$ cat config.mk
export PLATFORM = sky130hd
export DESIGN_NAME = wdog_two_stage
export DESIGN_NICKNAME = d
export VERILOG_FILES = /design/src/rtl/wdt2_pkg.sv /design/src/rtl/wdt2_keyfsm.sv /design/src/rtl/wdt2_prescale.sv /design/src/rtl/wdt2_stager.sv /design/src/rtl/wdog_two_stage.sv
export SDC_FILE = /design/constraint.sdc
export NUM_CORES = 1
export LEC_CHECK = 0
export BUFFER_PORTS_ARGS = -buffer_cell sky130_fd_sc_hd__buf_2
export CAP_MARGIN = 20
export CORE_ASPECT_RATIO = 1.4
export CORE_MARGIN = 2
export CORE_UTILIZATION = 56
export CTS_BUF_LIST = sky130_fd_sc_hd__clkbuf_4 sky130_fd_sc_hd__clkbuf_8 sky130_fd_sc_hd__clkbuf_16
export CTS_CLUSTER_DIAMETER = 50
export CTS_CLUSTER_SIZE = 40
export DETAILED_ROUTE_END_ITERATION = 7
export PLACE_DENSITY = 0.88
export SETUP_SLACK_MARGIN = 0.05
export SKIP_CTS_REPAIR_TIMING = 1
export SYNTH_ARGS = -nofsm -noshare
export SYNTH_HDL_FRONTEND = slang
export SYNTH_SLANG_ARGS = --single-unit
$ cat constraint.sdc
create_clock -name clk -period 3.3 [get_ports clk]
set_input_delay 0.66 -clock clk [delete_from_list [all_inputs] [get_ports clk]]
set_output_delay 0.66 -clock clk [all_outputs]
set_load 0.02 [all_outputs]
$ cat src/rtl/wdt2_pkg.sv
`timescale 1ns/1ps
package wdt2_pkg;

  // register byte offsets; software decodes these
  localparam int OFS_PRE1 = 'h00;
  localparam int OFS_PRE2 = 'h04;
  localparam int OFS_STAT = 'h08;
  localparam int OFS_KICK = 'h0C;
  localparam int OFS_CTRL = 'h10;
  localparam int OFS_LOCK = 'h14;

  localparam logic [31:0] KEY_ARM  = 32'h0000_0080;
  localparam logic [31:0] KEY_OPEN = 32'h0000_0086;
  localparam logic [31:0] STAT_SET = 32'h0000_1200;

  typedef enum logic [1:0] {
    KEY_IDLE  = 2'd0,
    KEY_ARMED = 2'd1,
    KEY_READY = 2'd2
  } key_state_e;

  typedef enum logic [1:0] {
    STG_IDLE = 2'd0,
    STG_ONE  = 2'd1,
    STG_TWO  = 2'd2
  } stage_e;

  localparam logic [1:0] ACT_IRQ = 2'd0;
  localparam logic [1:0] ACT_SMI = 2'd2;

endpackage

$ cat src/rtl/wdt2_keyfsm.sv
`timescale 1ns/1ps
module wdt2_keyfsm
  import wdt2_pkg::*;
#(
  parameter int ADDR_W = 5,
  parameter int DATA_W = 32
) (
  input  logic              clk,
  input  logic              rst,
  input  logic              wr_valid,
  input  logic [ADDR_W-1:0] wr_addr,
  input  logic [DATA_W-1:0] wr_data,
  output logic              key_open,
  output logic              accept
);

  key_state_e state_q;
  logic is_kick, is_guarded, arm_hit, open_hit;

  always_comb begin
    is_kick    = (wr_addr == ADDR_W'(OFS_KICK));
    is_guarded = is_kick || (wr_addr == ADDR_W'(OFS_PRE1)) ||
                 (wr_addr == ADDR_W'(OFS_PRE2));
    arm_hit    = wr_valid && is_kick && (wr_data == DATA_W'(KEY_ARM));
    open_hit   = wr_valid && is_kick && (wr_data == DATA_W'(KEY_OPEN)) &&
                 (state_q == KEY_ARMED);
    accept     = wr_valid && is_guarded && !arm_hit && !open_hit &&
                 (state_q == KEY_READY);
    key_open   = (state_q == KEY_READY);
  end

  always_ff @(posedge clk) begin
    if (rst) begin
      state_q <= KEY_IDLE;
    end else if (arm_hit) begin
      state_q <= KEY_ARMED;
    end else if (open_hit) begin
      state_q <= KEY_READY;
    end else if (accept) begin
      state_q <= KEY_IDLE;
    end
  end

endmodule

$ cat src/rtl/wdt2_prescale.sv
`timescale 1ns/1ps
module wdt2_prescale #(
  parameter int SLOW_DIV = 8,
  parameter int FAST_DIV = 2
) (
  input  logic clk,
  input  logic rst,
  input  logic clear,
  input  logic fast,
  input  logic tick_in,
  output logic step
);

  localparam int MAX_DIV = (SLOW_DIV > FAST_DIV) ? SLOW_DIV : FAST_DIV;
  localparam int PW      = (MAX_DIV > 1) ? $clog2(MAX_DIV) : 1;

  generate
    if (MAX_DIV == 1) begin : g_pass
      assign step = tick_in;
      logic unused_in;
      assign unused_in = clk ^ rst ^ clear ^ fast;
    end else begin : g_count
      localparam logic [PW-1:0] SLOW_LIM = PW'(SLOW_DIV - 1);
      localparam logic [PW-1:0] FAST_LIM = PW'(FAST_DIV - 1);
      logic [PW-1:0] pcnt_q;
      logic [PW-1:0] lim;

      always_comb begin
        lim  = fast ? FAST_LIM : SLOW_LIM;
        step = tick_in && (pcnt_q >= lim);
      end

      always_ff @(posedge clk) begin
        if (rst || clear) begin
          pcnt_q <= '0;
        end else if (tick_in) begin
          pcnt_q <= step ? '0 : pcnt_q + 1'b1;
        end
      end
    end
  endgenerate

endmodule

$ cat src/rtl/wdt2_stager.sv
`timescale 1ns/1ps
module wdt2_stager
  import wdt2_pkg::*;
#(
  parameter int CNT_W = 20
) (
  input  logic             clk,
  input  logic             rst,
  input  logic             start,
  input  logic             stop,
  input  logic             step,
  input  logic [CNT_W-1:0] pre1,
  input  logic [CNT_W-1:0] pre2,
  input  logic [1:0]       act_sel,
  input  logic             rst_off,
  input  logic             free_run,
  output logic             irq_o,
  output logic             smi_o,
  output logic             req_o
);

  stage_e           stage_q;
  logic [CNT_W-1:0] cnt_q;

  always_ff @(posedge clk) begin
    if (rst) begin
      stage_q <= STG_IDLE;
      cnt_q   <= '0;
      irq_o   <= 1'b0;
      smi_o   <= 1'b0;
      req_o   <= 1'b0;
    end else begin
      irq_o <= 1'b0;
      smi_o <= 1'b0;
      req_o <= 1'b0;
      if (stop) begin
        stage_q <= STG_IDLE;
      end else if (start) begin
        stage_q <= STG_ONE;
        cnt_q   <= pre1;
      end else if (step && (stage_q != STG_IDLE)) begin
        if (cnt_q != '0) begin
          cnt_q <= cnt_q - 1'b1;
        end else if (stage_q == STG_ONE) begin
          irq_o   <= (act_sel == ACT_IRQ);
          smi_o   <= (act_sel == ACT_SMI);
          stage_q <= STG_TWO;
          cnt_q   <= pre2;
        end else if (free_run) begin
          stage_q <= STG_ONE;
          cnt_q   <= pre1;
        end else begin
          req_o   <= !rst_off;
          stage_q <= STG_IDLE;
        end
      end
    end
  end

endmodule

$ cat src/rtl/wdog_two_stage.sv
`timescale 1ns/1ps
module wdog_two_stage
  import wdt2_pkg::*;
#(
  parameter int ADDR_W   = 5,
  parameter int DATA_W   = 32,
  parameter int CNT_W    = 20,
  parameter int SLOW_DIV = 8,
  parameter int FAST_DIV = 2
) (
  input  logic              clk,
  input  logic              rst,
  input  logic              wr_valid,
  input  logic [ADDR_W-1:0] wr_addr,
  input  logic [DATA_W-1:0] wr_data,
  input  logic [ADDR_W-1:0] rd_addr,
  output logic [DATA_W-1:0] rd_data,
  input  logic              tick_in,
  output logic              irq_pulse,
  output logic              smi_pulse,
  output logic              reset_req,
  output logic              prev_timeout
);

  localparam logic [CNT_W-1:0] PRE_INIT = {CNT_W{1'b1}};

  logic [CNT_W-1:0] pre1_q, pre2_q;
  logic [1:0]       ctl_act;
  logic             ctl_fast, ctl_rstoff;
  logic             lock_q, en_q, fr_q;
  logic             tmo_flag = 1'b0;

  logic key_open, accept;
  logic kick_take, lock_wr, ctrl_wr, en_free;
  logic start, stop, step, flag_clr;

  wdt2_keyfsm #(.ADDR_W(ADDR_W), .DATA_W(DATA_W)) u_keys (
    .clk(clk), .rst(rst), .wr_valid(wr_valid), .wr_addr(wr_addr),
    .wr_data(wr_data), .key_open(key_open), .accept(accept)
  );

  always_comb begin
    kick_take = accept && (wr_addr == ADDR_W'(OFS_KICK));
    lock_wr   = wr_valid && (wr_addr == ADDR_W'(OFS_LOCK));
    ctrl_wr   = wr_valid && (wr_addr == ADDR_W'(OFS_CTRL));
    en_free   = lock_wr && !lock_q;
    start     = (en_free && !en_q && wr_data[1]) ||
                (kick_take && wr_data[8] && en_q);
    stop      = en_free && !wr_data[1];
    flag_clr  = kick_take && (wr_data[9] || wr_data[12]);
  end

  // protected preloads
  always_ff @(posedge clk) begin
    if (rst) begin
      pre1_q <= PRE_INIT;
      pre2_q <= PRE_INIT;
    end else if (accept) begin
      if (wr_addr == ADDR_W'(OFS_PRE1)) pre1_q <= wr_data[CNT_W-1:0];
      if (wr_addr == ADDR_W'(OFS_PRE2)) pre2_q <= wr_data[CNT_W-1:0];
    end
  end

  // control and lock
  always_ff @(posedge clk) begin
    if (rst) begin
      ctl_act    <= 2'd0;
      ctl_fast   <= 1'b0;
      ctl_rstoff <= 1'b0;
      lock_q     <= 1'b0;
      en_q       <= 1'b0;
      fr_q       <= 1'b0;
    end else begin
      if (ctrl_wr) begin
        ctl_act    <= wr_data[1:0];
        ctl_fast   <= wr_data[2];
        ctl_rstoff <= wr_data[5];
      end
      if (lock_wr) begin
        lock_q <= lock_q | wr_data[0];
        fr_q   <= wr_data[2];
        if (!lock_q) en_q <= wr_data[1];
      end
    end
  end

  wdt2_prescale #(.SLOW_DIV(SLOW_DIV), .FAST_DIV(FAST_DIV)) u_pre (
    .clk(clk), .rst(rst), .clear(start), .fast(ctl_fast),
    .tick_in(tick_in), .step(step)
  );

  wdt2_stager #(.CNT_W(CNT_W)) u_stage (
    .clk(clk), .rst(rst), .start(start), .stop(stop), .step(step),
    .pre1(pre1_q), .pre2(pre2_q), .act_sel(ctl_act),
    .rst_off(ctl_rstoff), .free_run(fr_q),
    .irq_o(irq_pulse), .smi_o(smi_pulse), .req_o(reset_req)
  );

  // sticky flag: outside synchronous reset on purpose
  always_ff @(posedge clk) begin
    if (reset_req) begin
      tmo_flag <= 1'b1;
    end else if (flag_clr) begin
      tmo_flag <= 1'b0;
    end
  end

  assign prev_timeout = tmo_flag;

  always_comb begin
    rd_data = '0;
    unique case (rd_addr)
      ADDR_W'(OFS_PRE1): rd_data = DATA_W'(pre1_q);
      ADDR_W'(OFS_PRE2): rd_data = DATA_W'(pre2_q);
      ADDR_W'(OFS_STAT): rd_data = tmo_flag ? DATA_W'(STAT_SET) : '0;
      ADDR_W'(OFS_CTRL): begin
        rd_data[1:0] = ctl_act;
        rd_data[2]   = ctl_fast;
        rd_data[5]   = ctl_rstoff;
      end
      ADDR_W'(OFS_LOCK): begin
        rd_data[0] = lock_q;
        rd_data[1] = en_q;
        rd_data[2] = fr_q;
      end
      default: rd_data = '0;
    endcase
  end

endmodule

After elaboration in Yosys (flattened, before gate mapping)
Cells that the tools add are included.
- bits in registers: 78
- latch bits: 0
- memory bits (writable): 0
- memory bits (read-only): 0
- input port bits: 46
- output and inout port bits: 36
- word-level logic and storage cells: 113
- memories: 0
- add/subtract/negate cells: 2
- $mul: 0
- divide/modulo/power cells: 0
- magnitude comparators: 1
- equal/unequal tests: 15
- shift operators: 0
- mux-type cells: 20
- bitwise gates (word level): 6
- reductions and logical operators: 51
- operators with widths (cell ; number):
    $mux W20 ; 5
    $eq A32 B8 Y1 const B ; 2
    $pmux W14 S3 ; 1
    $eq A5 B5 Y1 const B ; 4
    $logic_and A1 B1 Y1 ; 20
    $reduce_bool A20 Y1 ; 1
    $sub A20 B1 Y20 const B ; 1
    $pmux W3 S5 ; 1
    $mux W13 ; 1
    $eq A5 B3 Y1 const B ; 2
    $eq A5 B4 Y1 const B ; 2
    $logic_not A5 Y1 ; 2
    $reduce_and A2 Y1 ; 5
    $reduce_or A7 Y1 ; 1
    $logic_not A1 Y1 ; 6
    $mux W2 ; 3
    $mux W3 ; 2
    $pmux W2 S3 ; 1
    $reduce_bool A2 Y1 ; 3
    $reduce_or A6 Y1 ; 1
    $logic_or A1 B1 Y1 ; 5
    $mux W1 ; 5
    $not A1 Y1 ; 5
    $eq A2 B1 Y1 const B ; 2
    other kinds (12) ; 14

Logic depth before layout (Yosys ltp)
Gate-level depths: netlist (run 1).
- depth in word-level cells: 13
- gate-level depth with buffers: 10
- gate-level depth less buffers: 8

By module
Synthesis (run 1) repeated with hierarchy kept, for this count alone.
- cells, all modules: 556
- area total of the unflattened synthesis: 4724.5 um^2
- modules (own cells, without submodules) (module ; instances ; cells an instance ; area each (um^2) ; sequential area each (um^2)):
    wdog_two_stage ; 1 ; 260 ; 2393.5 ; 960.9
    wdt2_stager ; 1 ; 246 ; 1883.1 ; 500.5
    wdt2_keyfsm ; 1 ; 33 ; 271.5 ; 40.0
    wdt2_prescale ; 1 ; 17 ; 176.4 ; 60.1

Worst setup path after synthesis (run 1)
Ideal clock, no wire load.
- kind: input port to output port
- start: input rd_addr[1]
- end: output rd_data[12]
- arrival: 2.302 ns
- required time: 2.640 ns
- setup slack: 0.338 ns
- cell stages on the path: 6
- path buffers: 2
- path through: or3_1 -> clkbuf_1 -> nor3b_1 -> clkbuf_1 -> a22oi_1 -> nand2_1
- word-level cells in the longest chain between the ends: 2
- elaborated cells on any way between the ends: 4
- classes of those cells: eq/ne (2); mux (1); reduce/logical (1)
- ends and longest elaborated chain (item ; line ; source):
    from (decl) ; wdog_two_stage.sv:16 ; input logic [ADDR_W-1:0] rd_addr,
    $eq A5 B4 Y1 (tied with other cells) ; wdog_two_stage.sv:112 ; unique case (rd_addr)
    $pmux W14 S3 (*) ; wdog_two_stage.sv:112 ;
    to (decl) ; wdog_two_stage.sv:17 ; output logic [DATA_W-1:0] rd_data,
Mark *: on every way between the ends. The rest lies on a longest branch, timed or not.

Final worst setup path (run 1)
- start: register u_stage.cnt_q[0]
- end: register u_stage.cnt_q[1]
- word-level cells in the longest chain between the ends: 4
- elaborated cells on any way between the ends: 7
- classes of those cells: add/sub (1); mux (3); reduce/logical (3)
- ends and longest elaborated chain (item ; line ; source):
    from (decl) ; wdt2_stager.sv:23 ; logic [CNT_W-1:0] cnt_q;
    from (signal assigned) ; wdt2_stager.sv:40 ; cnt_q <= pre1;
    from (signal assigned) ; wdt2_stager.sv:43 ; cnt_q <= cnt_q - 1'b1;
    from (signal assigned) ; wdt2_stager.sv:48 ; cnt_q <= pre2;
    $sub A20 B1 Y20 / $reduce_bool A20 Y1 (equally long branches) ; wdt2_stager.sv:43, wdt2_stager.sv:42 ;
    $mux W20 ; wdt2_stager.sv:42 ; if (cnt_q != '0) begin
    $mux W20 ; wdt2_stager.sv:41 ; end else if (step && (stage_q != STG_IDLE)) begin
    $mux W20 ; wdt2_stager.sv:38 ; end else if (start) begin
Parallel ways exist; a longest one is shown, timed or not. The select of a mux whose other input is x is not followed.
A chain may end at the register's enable or synchronous reset.

==> results of run 1 <==
logic make-up (layout without fill, tap and decap cells):
family / after synthesis / count (layout) / synth area share (%)
and+or+nand+nor: 222 / 222 / 26.7
AOI/OAI and AO/OA: 142 / 142 / 22.1
DFF: 78 / 78 / 36.1
buffers and inverters: 58 / 100 / 6.78
muxes: 14 / 14 / 4.14
xor gates and xnor gates: 13 / 13 / 2.64
adders and majority gates: 5 / 5 / 1.45
other: 1 / 12 / 0.0868
synthesized netlist by cell type, types with 3 or more instances:
library cell / number / area [µm²]
mux4_2: 3 / 67.6
xnor2_1: 8 / 70.1
buf_1: 3 / 11.3
buf_2: 5 / 25.0
nor4_1: 9 / 56.3
o21bai_1: 4 / 30.0
dfxtp_1: 78 / 1560
o211ai_1: 10 / 75.1
o31ai_1: 4 / 30.0
buf_6: 3 / 33.8
nor4_2: 4 / 50.1
a31oi_1: 3 / 18.8
inv_1: 5 / 18.8
ha_1: 5 / 62.6
nand2b_1: 3 / 18.8
nor3_1: 53 / 265
a311oi_1: 4 / 35.0
a211oi_1: 9 / 67.6
a21oi_1: 52 / 260
nor2_1: 64 / 240
o21ai_0: 8 / 40.0
a22oi_1: 12 / 90.1
nand2_1: 32 / 120
nand3_1: 8 / 40.0
nor2b_1: 8 / 50.1
nand4_1: 10 / 62.6
nor3b_1: 3 / 22.5
mux2i_1: 10 / 100
xor2_1: 5 / 43.8
or4_4: 3 / 33.8
clkbuf_1: 29 / 109
buf_4: 12 / 90.1
a22o_1: 18 / 158
o221ai_1: 3 / 26.3
nor4b_1: 3 / 26.3
or3_1: 6 / 37.5
cell usage in the layout (no fill, tap or decap), types with 9 or more instances in the layout:
cell / count
a211oi_1: 9
nand2_1: 32
a22oi_1: 12
buf_4: 9
nor2_1: 64
clkbuf_8: 9
dfxtp_1: 78
a22o_1: 18
conb_1: 12
nand4_1: 10
o211ai_1: 10
a21oi_1: 52
buf_2: 69
mux2i_1: 10
nor3_1: 52
report_power, final:
| part | internal [µW] | switching (µW) | total, µW |
|---|---|---|---|
| combinational | 93.6 | 147 | 241 |
| clock | 343 | 363 | 706 |
| sequential | 945 | 6.05 | 951 |
worst max-delay path, stage by stage (launching register included):
cell      delay (ns)
dfxtp_1         0.35
inv_1           0.12
ha_1            0.22
or3b_1          0.41
nor3_1          0.43
nand3_1         0.21
o21ai_2         0.49
a22oi_1         0.18
a211oi_1        0.26
routing by layer:
metal  wire, µm  GRT usage [%]  vias to the layer above
li1           -              -                     2058
met1       4560           34.5                     2005
met2       5670           47.0                      223
met3        877           4.92                       41
met4        461           14.7                        0
met5          0              0                        -
path summary, 6_finish.rpt:
check,from,end,cells past startpoint
hold reg to reg,u_stage.req_o,prev_timeout,1
setup reg to reg,u_stage.cnt_q[0],u_stage.cnt_q[1],8
setup / recovery,u_stage.cnt_q[0],u_stage.cnt_q[1],8
hold / removal,u_stage.req_o,prev_timeout,1
final cells by class:
class / count / share of cell area, %
clock buffer: 9 / 2.55
timing repair buffer: 80 / 9.31
inverter: 5 / 0.386
clock inverter: 6 / 1.31
sequential: 78 / 32.1
multi-input combinational: 408 / 51.9
tap: 97 / 2.49
flip-flops by register name, summed over array words and instances, names as in the netlist:
register / count
pre1_q: 20
u_stage.smi_o: 1
fr_q: 1
u_pre.g_count.pcnt_q: 3
u_keys.state_q: 2
pre2_q: 20
u_stage.irq_o: 1
ctl_rstoff: 1
prev_timeout: 1
en_q: 1
u_stage.cnt_q: 20
u_stage.req_o: 1
ctl_fast: 1
u_stage.stage_q: 2
ctl_act: 2
lock_q: 1
through the flow:
step	total power [µW]	setup slack, ns
after floorplan	1140	0.338
after global placement	1200	0.550
after detailed placement	1210	0.477
after CTS	1900	0.569
after global routing	1960	0.328
final	1900	0.536
==> qor.log, run 1 <==
INFO  floorplanning  num_io_pins=82
INFO  layout         drive_above_1_share=19.5%
INFO  floorplanning  coreArea=0.00741mm²
INFO  detailed_routing initialDrtViolationCount=516
INFO  clock_network  clockBufferDepth=2
INFO  power          p_leak=0.00194µW
INFO  layout         finalNonFillerCells=683
INFO  timing         timing.final.max_slew_violations=0
INFO  clock_network  tritoncts=done
INFO  detailed_routing routed-via-count=4327
INFO  synthesis      flip_flop_and_latch_count_after_synthesis=78
INFO  synthesis      synthesis.yosys.warnings=0
INFO  timing         grt_setup_unrepaired=false
INFO  layout         fin_nets=633
INFO  timing         clock_skew=0.00688ns
INFO  clock_network  cts-buffers-inserted=9
INFO  layout         post-route-util=65.7%
INFO  place          place.detailed.hpwl=8430µm
INFO  detailed_routing drt-pass1-iter-count=5
INFO  layout         register_area=0.00156mm²
INFO  detailed_routing drt_drc_violations_left=0
INFO  status         outcome=complete, no violations
INFO  timing         setup_total_negative_slack=0ns
INFO  critical_path  cp.required=3.58ns
INFO  clock_network  cts.root.buffer_cell=clkbuf_8
INFO  detailed_routing route.antenna.remaining_nets=0
INFO  synthesis      netlist_area=0.00432mm²
INFO  grt            grt_pass1_vias=4073
INFO  critical_path  timing.critical_path.arrival=3.04ns
INFO  timing         fin_hold_ws=0.436ns
INFO  layout         layout.filler_cells=639
INFO  place          gp_congestion=0.941
INFO  clock_network  cts.reportedPaths.clkPinSlew=0.08ns
INFO  grt            grt_first_pass_wirelength=18800µm
INFO  layout         final_design_area_no_fill=0.00487mm²
INFO  synthesis      syn_inst=533
INFO  grt            grtUsageTotal=28.1%
INFO  synthesis      synth-edff-count=0
INFO  clock_network  clkLatencyLatePin=0.36ns
INFO  layout         syn_to_final_growth=12.6%
INFO  synthesis      sequential_area_share_after_synthesis=36.1%
INFO  grt            antenna_found_initial=0
INFO  detailed_routing wl_per_cell=16.9µm
INFO  synthesis      yosys.cell_types.count=63
INFO  grt            remaining_global_route_overflow=0
INFO  critical_path  worst_setup_path_start_kind=flip-flop
INFO  timing         maxSlewHeadroom=53.8%
INFO  detailed_routing detail_route.vias_per_cell=6.34
INFO  timing         post-route-period-util=83.8%
INFO  synthesis      syn_avg_cell_area=8.11µm²
INFO  detailed_routing routed_wirelength=11600µm
INFO  layout         insertedDiodeCount=0
INFO  place          detailed_place.area=0.00468mm²
INFO  power          vdd.ir_drop.worst=0.000402V
INFO  floorplanning  die_width=78.2µm
INFO  floorplanning  row_count=37
INFO  floorplanning  start_util=58.3%
INFO  layout         multi_input_comb_area=0.00252mm²
INFO  floorplanning  die_height=108µm
INFO  place          port_buffers=69
INFO  critical_path  timing.critical_path.to_type=flip-flop
INFO  critical_path  timing.reg2reg.setup_slack=0.54ns
INFO  timing         max_slew.worst_pin.slew=0.688ns
INFO  flow_run       max_cap_viol=0
INFO  floorplanning  dieArea=0.00844mm²
INFO  critical_path  maximum_net_fanout_on_the_critical_path=10
INFO  critical_path  worst-setup-path-type=reg2reg
INFO  place          placed_instance_count=668
INFO  clock_network  cts_max_level=3
INFO  synthesis      postSynth.asyncResetShare=0%
INFO  synthesis      synth_ff_type=dfxtp_1
INFO  grt            largest_net_degree_at_the_start_of_global_routing=92
INFO  timing         clock.fmax=0.362GHz
INFO  worst_hold_path min-delay-path-class=reg2reg
INFO  timing         post-route-min-period=2.76ns
INFO  timing         finalSetupViolCount=0
INFO  timing         final_hold_vio_count=0
INFO  clock_network  clkSinkCount=78
INFO  power          p_per_area=390mW/mm²
Power figures use the tool's default switching activity.
==> run 2, diff against run 1 <==
CORE_UTILIZATION = 50   (was 56)
PLACE_DENSITY = 0.83   (was 0.88)
clock period = 2.5 ns   (was 3.3 ns; I/O delays follow)
==> run 2 against run 1 <==
Effect of this change: via count rose by 4.1%; hold slack improved by 0.0088 ns; flip-flop and latch count stayed put; global-route usage down 0.52 points; die area up 11%; combinational power grew 43%; design area increased by 6.7%; final cell count increased by 3.5%; sequential power grew 32%; clock power grew 86%; clock-buffer cell count unchanged; core utilization decreased by 4.6 points.
==> qor.log, run 2 (synthesis results as in run 1) <==
INFO  worst_hold_path min-delay-path-class=in2reg
INFO  critical_path  worst-setup-path-type=reg2reg
INFO  detailed_routing drt-pass1-iter-count=5
INFO  critical_path  worst_path_largest_cell_delay=0.58ns
INFO  power          proportion_of_power_drawn_by_flip_flops_and_latches=43.1%
INFO  layout         most-common-layout-cells=75 x dfxtp_1, 69 x buf_2, 63 x nor2_1
INFO  detailed_routing route.antenna.remaining_nets=0
INFO  power          vdd.ir_drop.worst=0.000399V
INFO  critical_path  reg2reg_depth=7
INFO  clock_network  cts.reportedPaths.clkPinSlew=0.06ns
INFO  power          p_clk_share=45.1%
INFO  critical_path  cp_slowest_cell=or4_4
INFO  place          placement.setup.worst_slack=0.0605ns
INFO  floorplanning  dieArea=0.00941mm²
INFO  grt            largest_net_degree_at_the_start_of_global_routing=54
INFO  power          sw_frac_of_total=25.7%
INFO  power          combinationalPowerShare=11.8%
INFO  power          overall_power_of_the_completed_layout=2920µW
INFO  critical_path  timing.critical_path.arrival=2.68ns
INFO  timing         grt_setup_unrepaired=true
INFO  layout         layout_commonest_cell=dfxtp_1
INFO  critical_path  reg2reg_to=u_stage.cnt_q[13]
INFO  clock_network  cts.root.buffer_cell=clkbuf_16
INFO  detailed_routing routed-via-count=4504
INFO  grt            remaining_global_route_overflow=0
INFO  place          place.detailed.hpwl=9120µm
INFO  floorplanning  row_count=40
INFO  timing         clock_skew=0.00572ns
INFO  critical_path  worstSetupEndpoint=u_stage.cnt_q[13]
INFO  critical_path  worstReg2RegStart=u_stage.cnt_q[1]
INFO  grt            grtUsageTotal=27.5%
INFO  critical_path  timing.reg2reg.setup_slack=0.08ns
INFO  layout         syn_to_final_growth=20.2%
INFO  critical_path  timing.critical_path.to_type=flip-flop
INFO  critical_path  crit_path_buf_inv_count=1
INFO  power          p_per_area=562mW/mm²
INFO  timing         post-route-min-period=2.42ns
INFO  critical_path  worst_setup_path_start_kind=flip-flop
INFO  clock_network  tritoncts=done
INFO  critical_path  critical-path-top-delay-family=simple AND/OR/NAND/NOR gates
INFO  timing         post-route-period-util=97.0%
INFO  status         outcome=complete, no violations
INFO  power          switching_power=750µW
INFO  layout         insertedDiodeCount=0
INFO  power          cellInternalPower=2170µW
INFO  floorplanning  coreArea=0.00851mm²
INFO  layout         top_regs=pre1_q (20), pre2_q (20), u_stage.cnt_q (20)
INFO  layout         drive_above_1_share=23.1%
INFO  critical_path  cp.required=2.76ns
INFO  grt            grt_pass1_vias=4180
INFO  timing         clock.fmax=0.413GHz
INFO  detailed_routing drt_drc_violations_left=0
INFO  grt            grt_first_pass_wirelength=20000µm
INFO  place          gp_congestion=0.886
INFO  timing         final_hold_vio_count=0
INFO  detailed_routing routed_wirelength=12800µm
INFO  critical_path  cp-startpoint=u_stage.cnt_q[1]
INFO  timing         timing.final.max_slew_violations=0
INFO  critical_path  maximum_net_fanout_on_the_critical_path=6
INFO  clock_network  clkLatencyLatePin=0.34ns
INFO  clock_network  cts_max_level=3
INFO  floorplanning  die_height=114µm
INFO  flow_run       max_cap_viol=0
INFO  critical_path  crit_chain=or4_4 -> or4_4 -> buf_4 -> nor4_2 -> xor2_1 -> a22oi_1 -> a311oi_1
INFO  timing         maxSlewHeadroom=47.7%
INFO  critical_path  cp.depth=7
INFO  timing         setup_total_negative_slack=0ns
INFO  clock_network  clkSinkCount=78
INFO  clock_network  cts-buffers-inserted=9
INFO  timing         final.setup.worst_slack=0.0761ns
INFO  detailed_routing initialDrtViolationCount=576
INFO  power          p_leak=0.00208µW
INFO  place          port_buffers=69
INFO  detailed_routing wl_per_cell=18.0µm
INFO  timing         finalSetupViolCount=0
INFO  clock_network  clockBufferDepth=2
INFO  worst_hold_path hp-start=wr_data[7]
INFO  detailed_routing detail_route.vias_per_cell=6.37
INFO  critical_path  critical_path_s_most_frequent_cell=or4_4
INFO  floorplanning  start_util=50.8%
INFO  grt            antenna_found_initial=0
INFO  layout         fin_nets=648
INFO  floorplanning  die_width=82.6µm
INFO  timing         max_slew.worst_pin.slew=0.784ns
INFO  floorplanning  num_io_pins=82
## run 2: worst min-delay path by stage
stage	to	slack, ns	cells past startpoint
2_1_floorplan	u_stage.irq_o	0.42	1
3_3_place_gp	prev_timeout	0.43	1
3_5_place_dp	prev_timeout	0.43	1
4_1_cts	pre1_q[7]	0.45	3
5_1_grt	ctl_rstoff	0.46	3
6_report	pre1_q[7]	0.44	3
## run 2: worst reg2reg max path: stages, from the launching register on
cell and delay, ns:
dfxtp_2 0.34, or4_4 0.58, or4_4 0.55, buf_4 0.16, nor4_2 0.19, xor2_1 0.18, a22oi_1 0.08, a311oi_1 0.26
## run 2: power by group through the flow
stage               Combinational (µW)  Clock [µW]  Sequential (µW)
finish                             345        1310             1260
detailed placement                 329           0             1290
global route                       372        1370             1260
global placement                   321           0             1280
CTS                                331        1320             1260
floorplan                          228           0             1280
## run 2: layer usage
| metal | wire length, µm | track usage, % | share of wire, % |
|---|---|---|---|
| met5 | 0 | 0 | 0 |
| met4 | 535 | 13.4 | 4.2 |
| met3 | 1130 | 5.46 | 8.8 |
| met2 | 6390 | 44.9 | 50 |
| met1 | 4700 | 34.2 | 37 |
## run 2: layout make-up
type | instances | area [µm²]
clock inverter | 7 | 72.6
timing repair buffer | 95 | 628
multi-input combinational | 408 | 2550
tap | 105 | 131
inverter | 5 | 18.8
fill | 723 | 3310
clock buffer | 9 | 225
sequential | 78 | 1570
## run 2: per-stage QoR
stage	utilization [%]	hold slack, ns	std cells	area, µm²
2_1_floorplan	-	0.422	544	4370
3_3_place_gp	57.0	0.434	689	4850
3_5_place_dp	57.0	0.432	689	4850
4_1_cts	60.5	0.445	705	5150
5_1_grt	61.0	0.465	707	5190
6_report	61.0	0.445	707	5190
